`src/rtl/smbus_eeprom_pkg.sv`:
```
package smbus_eeprom_pkg;

    typedef enum logic [2:0] {
        ST_IDLE,
        ST_ADDR,
        ST_ADDR_ACK,
        ST_WR_BYTE,
        ST_WR_ACK,
        ST_RD_BYTE,
        ST_RD_ACK,
        ST_SKIP
    } tgt_state_e;

endpackage

```
`src/rtl/line_sync.sv`:
```
module line_sync #(
    parameter int STAGES = 2
) (
    input  logic clk,
    input  logic rst_n,
    input  logic din,
    output logic dout
);
    logic [STAGES-1:0] chain_q;

    generate
        if (STAGES == 1) begin : g_one
            always_ff @(posedge clk or negedge rst_n) begin
                if (!rst_n) chain_q <= '1;
                else        chain_q <= din;
            end
        end else begin : g_many
            always_ff @(posedge clk or negedge rst_n) begin
                if (!rst_n) chain_q <= '1;
                else        chain_q <= {chain_q[STAGES-2:0], din};
            end
        end
    endgenerate

    assign dout = chain_q[STAGES-1];
endmodule

```
`src/rtl/bus_cond_detect.sv`:
```
module bus_cond_detect (
    input  logic clk,
    input  logic rst_n,
    input  logic scl_s,
    input  logic sda_s,
    output logic start_o,
    output logic stop_o,
    output logic scl_rise_o,
    output logic scl_fall_o
);
    logic scl_q, sda_q;

    always_ff @(posedge clk or negedge rst_n) begin
        if (!rst_n) begin
            scl_q <= 1'b1;
            sda_q <= 1'b1;
        end else begin
            scl_q <= scl_s;
            sda_q <= sda_s;
        end
    end

    // data moving while the clock stays high marks a bus condition
    assign start_o    = scl_s & scl_q &  sda_q & ~sda_s;
    assign stop_o     = scl_s & scl_q & ~sda_q &  sda_s;
    assign scl_rise_o =  scl_s & ~scl_q;
    assign scl_fall_o = ~scl_s &  scl_q;
endmodule

```
`src/rtl/byte_store.sv`:
```
module byte_store #(
    parameter int AW = 8,
    parameter int DW = 8
) (
    input  logic          clk,
    input  logic          we,
    input  logic [AW-1:0] waddr,
    input  logic [DW-1:0] wdata,
    input  logic [AW-1:0] raddr,
    output logic [DW-1:0] rdata
);
    localparam int DEPTH = 1 << AW;

    logic [DW-1:0] cells [DEPTH];

    always_ff @(posedge clk) begin
        if (we) cells[waddr] <= wdata;
    end

    assign rdata = cells[raddr];
endmodule

```
`src/rtl/smbus_eeprom_tgt.sv`:
```
module smbus_eeprom_tgt
    import smbus_eeprom_pkg::*;
#(
    parameter int          DEV_INDEX   = 0,
    parameter logic [6:0]  BASE_ADDR   = 7'h50,
    parameter int          SYNC_STAGES = 2
) (
    input  logic       clk,
    input  logic       rst_n,
    input  logic       scl_i,
    input  logic       sda_i,
    output logic       sda_drive_low_o,
    input  logic       pre_we_i,
    input  logic [7:0] pre_addr_i,
    input  logic [7:0] pre_data_i
);
    localparam int         AW      = 8;
    localparam int         DW      = 8;
    localparam int         CNT_W   = $clog2(DW + 1);
    localparam logic [6:0] MY_ADDR = BASE_ADDR + 7'(DEV_INDEX);
    localparam logic [CNT_W-1:0] LAST_BIT = CNT_W'(DW);

    logic scl_s, sda_s;
    logic start_ev, stop_ev, scl_rise, scl_fall;

    tgt_state_e      state_q, state_d;
    logic [CNT_W-1:0] bit_cnt_q;
    logic [DW-1:0]   shreg_q, tx_q, cmd_q;
    logic [AW-1:0]   offset_q, wptr_q;
    logic            have_cmd_q, data_seen_q, mack_q;
    logic [6:0]      own_addr;
    logic            addr_hit, byte_done, bus_we;
    logic            mem_we;
    logic [AW-1:0]   mem_waddr;
    logic [DW-1:0]   mem_wdata, mem_rdata;

    line_sync #(.STAGES(SYNC_STAGES)) u_scl_sync (
        .clk(clk), .rst_n(rst_n), .din(scl_i), .dout(scl_s)
    );
    line_sync #(.STAGES(SYNC_STAGES)) u_sda_sync (
        .clk(clk), .rst_n(rst_n), .din(sda_i), .dout(sda_s)
    );

    bus_cond_detect u_cond (
        .clk(clk), .rst_n(rst_n), .scl_s(scl_s), .sda_s(sda_s),
        .start_o(start_ev), .stop_o(stop_ev),
        .scl_rise_o(scl_rise), .scl_fall_o(scl_fall)
    );

    assign own_addr  = MY_ADDR;
    assign addr_hit  = (shreg_q[7:1] == own_addr);
    assign byte_done = scl_fall && (bit_cnt_q == LAST_BIT);
    assign bus_we    = (state_q == ST_WR_BYTE) && byte_done && have_cmd_q
                       && !start_ev && !stop_ev;

    // preload takes the port when asserted; it is meant for idle time
    assign mem_we    = pre_we_i | bus_we;
    assign mem_waddr = pre_we_i ? pre_addr_i : wptr_q;
    assign mem_wdata = pre_we_i ? pre_data_i : shreg_q;

    byte_store #(.AW(AW), .DW(DW)) u_store (
        .clk(clk), .we(mem_we), .waddr(mem_waddr), .wdata(mem_wdata),
        .raddr(offset_q), .rdata(mem_rdata)
    );

    // next-state logic
    always_comb begin
        state_d = state_q;
        if (stop_ev) begin
            state_d = ST_IDLE;
        end else if (start_ev) begin
            state_d = ST_ADDR;
        end else begin
            unique case (state_q)
                ST_IDLE:     state_d = ST_IDLE;
                ST_ADDR:     if (byte_done) state_d = addr_hit ? ST_ADDR_ACK : ST_SKIP;
                ST_ADDR_ACK: if (scl_fall) state_d = shreg_q[0] ? ST_RD_BYTE : ST_WR_BYTE;
                ST_WR_BYTE:  if (byte_done) state_d = ST_WR_ACK;
                ST_WR_ACK:   if (scl_fall) state_d = ST_WR_BYTE;
                ST_RD_BYTE:  if (byte_done) state_d = ST_RD_ACK;
                ST_RD_ACK:   if (scl_fall) state_d = mack_q ? ST_RD_BYTE : ST_SKIP;
                ST_SKIP:     state_d = ST_SKIP;
                default:     state_d = ST_IDLE;
            endcase
        end
    end

    // state register
    always_ff @(posedge clk or negedge rst_n) begin
        if (!rst_n) state_q <= ST_IDLE;
        else        state_q <= state_d;
    end

    // datapath registers
    always_ff @(posedge clk or negedge rst_n) begin
        if (!rst_n) begin
            bit_cnt_q   <= '0;
            shreg_q     <= '0;
            tx_q        <= '1;
            cmd_q       <= '0;
            offset_q    <= '0;
            wptr_q      <= '0;
            have_cmd_q  <= 1'b0;
            data_seen_q <= 1'b0;
            mack_q      <= 1'b0;
        end else if (start_ev || stop_ev) begin
            bit_cnt_q <= '0;
            // a lone byte after a write address becomes the new offset
            if (have_cmd_q && !data_seen_q) offset_q <= cmd_q;
            have_cmd_q  <= 1'b0;
            data_seen_q <= 1'b0;
        end else begin
            case (state_q)
                ST_ADDR, ST_WR_BYTE: begin
                    if (scl_rise) begin
                        shreg_q   <= {shreg_q[DW-2:0], sda_s};
                        bit_cnt_q <= bit_cnt_q + 1'b1;
                    end else if (byte_done) begin
                        bit_cnt_q <= '0;
                        if (state_q == ST_WR_BYTE) begin
                            if (!have_cmd_q) begin
                                cmd_q      <= shreg_q;
                                wptr_q     <= shreg_q;
                                have_cmd_q <= 1'b1;
                            end else begin
                                wptr_q      <= wptr_q + 1'b1;
                                data_seen_q <= 1'b1;
                            end
                        end
                    end
                end
                ST_ADDR_ACK: begin
                    if (scl_fall && shreg_q[0]) begin
                        tx_q      <= mem_rdata;
                        bit_cnt_q <= '0;
                    end
                end
                ST_RD_BYTE: begin
                    if (scl_rise) begin
                        bit_cnt_q <= bit_cnt_q + 1'b1;
                    end else if (byte_done) begin
                        offset_q  <= offset_q + 1'b1;
                        bit_cnt_q <= '0;
                    end else if (scl_fall) begin
                        tx_q <= {tx_q[DW-2:0], 1'b1};
                    end
                end
                ST_RD_ACK: begin
                    if (scl_rise) begin
                        mack_q <= ~sda_s;
                    end else if (scl_fall && mack_q) begin
                        tx_q <= mem_rdata;
                    end
                end
                default: ;
            endcase
        end
    end

    // output decode
    always_comb begin
        unique case (state_q)
            ST_ADDR_ACK, ST_WR_ACK: sda_drive_low_o = 1'b1;
            ST_RD_BYTE:             sda_drive_low_o = ~tx_q[DW-1];
            default:                sda_drive_low_o = 1'b0;
        endcase
    end
endmodule

```
`config.mk`:
```
export PLATFORM = sky130hd
export DESIGN_NAME = smbus_eeprom_tgt
export DESIGN_NICKNAME = d
export VERILOG_FILES = /design/src/rtl/smbus_eeprom_pkg.sv /design/src/rtl/line_sync.sv /design/src/rtl/bus_cond_detect.sv /design/src/rtl/byte_store.sv /design/src/rtl/smbus_eeprom_tgt.sv
export SDC_FILE = /design/constraint.sdc
export NUM_CORES = 2
export LEC_CHECK = 0
export BUFFER_PORTS_ARGS = -buffer_cell sky130_fd_sc_hd__buf_4
export CORE_AREA = 10 10 467 469
export DETAILED_ROUTE_END_ITERATION = 8
export DIE_AREA = 0 0 477 479
export PLACE_DENSITY = 0.65
export SYNTH_ARGS = -nofsm -noshare
export SYNTH_HDL_FRONTEND = slang
export SYNTH_SLANG_ARGS = --single-unit
```
`constraint.sdc`:
```
create_clock -name clk -period 9.2 [get_ports clk]
set_clock_uncertainty 0.2 [all_clocks]
set_input_delay 0 -clock clk [delete_from_list [all_inputs] [get_ports clk]]
set_output_delay 0 -clock clk [all_outputs]
set_load 0.02 [all_outputs]
```
==> results.txt <==
CP Max Fanout -> 123
initial drt markers -> 5719
crit path from -> offset_q[1]
most frequent cells in the layout -> edfxtp_1 (2048), mux4_2 (459), nor2_1 (301)
final hold violations -> 0
final WL -> 222000 um
most common cell after layout, fill and taps aside -> edfxtp_1
routed wire length per instance -> 30.7 um
Post-synth top flop -> edfxtp_1
min cycle time layout -> 5.01 ns
clock sinks -> 2104
Pleak -> 28.1 nW
largest net degree at the start of global routing -> 166
RSZ-0062 raised after global routing -> false
initial antenna violation count -> 7
Bufs and invs on worst path -> 3
Yosys reg bits -> 2104
syn nets -> 4144
Total Neg Setup Slack -> 0 ns
DR pass1 iterations -> 9
Worst Tran Pin Value -> 1.34 ns
H-Tree Depth -> 4
Core Footprint -> 209000 sq um
Worst-path clk slew -> 0.06 ns
cell family with most CP delay -> compound AO/OA/AOI/OAI gates
Longest Clk Path Bufs -> 3
proportion of synthesized chip area in sequential cells -> 0.760
area grow syn2layout -> 12.5%
Max stage delay on crit path -> 0.76 ns
final total power -> 0.0208 W
Global Route Usage Sum -> 0.189
cts bufs inserted -> 204
Max Cap Viol -> 0
Syn. warnings -> 0
vias per cell -> 5.91
vias post-DR -> 42600
met3 Use GR -> 0.0536
Final setup viols -> 0
Clock Latency Late Sink -> 0.86 ns
root buffer cell -> clkbuf_16
# rows -> 168
Die H -> 479 um
post-CTS setup buffers -> 0
status -> finished clean
Worst R2R Start -> offset_q[1]
Top Ports -> 22
Cells after Synth -> 4119
Cells after DPL -> 6798
hold_sp -> scl_i
Routability Congestion -> 0.870
Die Width -> 477 um
number of remaining DRC errors -> 0
CP Data Arrival Time -> 5.61 ns
post-route antenna net violation count -> 0
combinational power share -> 0.054
final non-filler cell total -> 7210
Crit Path Category -> flip-flop to flip-flop
number of flops mapped to enable cells by yosys -> 2048
Pwr per Cell Area -> 223 nW/um^2
pre-CTS worst setup slack -> 4.32 ns
Hold Path Class -> primary input to flip-flop
Crit. End Element -> flip-flop
Syn Area/Cell -> 20.1 sq um
max-slew violations -> 0
Synth cell types -> 75
I/O Buffers -> 21
Clk pwr share -> 0.400
die area -> 228000 sq um
grt ovf -> 0
highest clock rate -> 0.200 GHz
FFs w/ async S/R, synth -> 0.0266
P_sw -> 0.00470 W
DP Area -> 86200 sq um
CP startpoint kind -> flip-flop
first-pass GRT wire length -> 317000 um
Starting Density -> 0.397
layout cells sized above 1 -> 0.213
Flop pwr share -> 0.546
Final period util -> 0.545
met2 usage -> 0.294
fin area -> 93200 sq um
worst-path cell chain -> buf_12 -> buf_4 -> nand2b_1 -> a211oi_1 -> a2111oi_0 -> buf_4 -> nor4_1 -> o21ai_0 -> a32o_1
Nets -> 4254
dpl hpwl -> 131000 um
Slew Limit Headroom -> 0.0850
total internal power -> 0.0161 W
maximum vdd drop -> 0.000212 V
vias in the first global route -> 42200
switching share of power -> 0.226
Final WS setup -> 4.19 ns
CTS tree -> done
Cell Area, Synth -> 82800 sq um
Slowest-stage cell, CP -> dfrtp_4
met1 usage -> 0.253
cell repeated most along the worst path -> buf_4
busiest grt layer -> met2
Required @ worst endpoint -> 9.80 ns
[worst register-to-register path: cells and delay by family (launching register included)]
family | cells | cell delay (ns)
buffers and inverters | 3 | 1.36
flip-flops | 1 | 0.76
AO/OA/AOI/OAI | 4 | 1.64
AND/OR/NAND/NOR | 2 | 0.99
[cell usage after synthesis (14+ instances only)]
cell	n	share of area
buf_4	25	0.0023
a21oi_1	77	0.0047
nor2_1	303	0.014
a221oi_1	20	0.0021
edfxtp_1	2048	0.74
nand3_1	54	0.0033
mux2_2	30	0.0041
dfrtp_1	42	0.013
nor3_1	16	0.00097
nor2b_1	15	0.0011
o22ai_1	32	0.0024
a22o_1	21	0.0022
inv_1	21	0.00095
a211oi_1	18	0.0016
o32ai_1	18	0.0019
buf_6	32	0.0044
o221ai_1	24	0.0025
mux2i_1	195	0.024
nand2b_1	15	0.0011
buf_2	50	0.0030
clkbuf_1	121	0.0055
buf_1	16	0.00073
o21ai_0	43	0.0026
mux4_2	459	0.12
nand2_1	164	0.0074
dfstp_2	14	0.0044
a22oi_1	58	0.0053
[power groups by stage]
stage | clock, W | sequential (W) | combinational (W)
5_1_grt | 0.00881 | 0.0114 | 0.00121
6_report | 0.00832 | 0.0114 | 0.00113
2_1_floorplan | 0 | 0.0116 | 0.000527
4_1_cts | 0.00841 | 0.0114 | 0.00114
3_5_place_dp | 0 | 0.0116 | 0.00113
3_3_place_gp | 0 | 0.0116 | 0.00106
[state kept, by name, summed over array words and instances (netlist names)]
register and flops:
bit_cnt_q 4, shreg_q 8, have_cmd_q 1, u_sda_sync.chain_q 2, u_store.cells 2048, u_scl_sync.chain_q 2, mack_q 1, data_seen_q 1
u_cond.sda_q 1, offset_q 8, cmd_q 8, state_q 3, tx_q 8, wptr_q 8, u_cond.scl_q 1
[per-stage QoR]
step                utilization  hold WS [ns]
floorplan                     -        -0.496
global placement          0.413       -0.0898
detailed placement        0.413       -0.0903
CTS                       0.446       0.00830
global route              0.447         0.127
finish                    0.447         0.130
[kinds of logic after synthesis]
kind of cell             share of synthesized area
flip-flops                                   0.760
multiplexers                                 0.153
adder cells (fa/ha/maj)                   0.000604
XOR/XNOR                                  0.000317
AO/OA/AOI/OAI                               0.0356
AND/OR/NAND/NOR                             0.0335
buffers and inverters                       0.0176
[worst paths after layout]
| check | endpoint | slack [ns] | depth (start not counted) |
|---|---|---|---|
| setup / recovery | tx_q[5] | 4.19 | 9 |
| hold / removal | u_scl_sync.chain_q[0] | 0.13 | 3 |
| setup reg to reg | tx_q[5] | 4.19 | 9 |
| hold reg to reg | u_sda_sync.chain_q[1] | 0.16 | 0 |
| max in group asynchronous | tx_q[0] | 7.85 | 5 |
| min in group asynchronous | wptr_q[3] | 0.61 | 5 |
[repair_timing]
item	4_1_cts	5_1_grt
setup endpoints to repair	0	0
hold endpoints to repair	844	1
hold buffers	29	1
resized for setup	0	0
[per-layer routing]
| layer | vias to the layer above | wire length [um] |
|---|---|---|
| met5 | - | 27 |
| met4 | 4 | 8790 |
| met3 | 468 | 23400 |
| met2 | 2338 | 104000 |
| met1 | 22600 | 85300 |
| li1 | 17200 | - |
[area by class of cell]
type                    count  area [sq um]
diodes                      3          7.51
clock buffers             249          5300
fillers                 17400        116000
multi-input cells        1745         18700
inverters                  22          87.6
flip-flops and latches   2104         62900
well taps                2805          3510
repair buffers            152          1310
clock inverters           130          1390
Note: power is estimated with default switching activity, not from simulation.
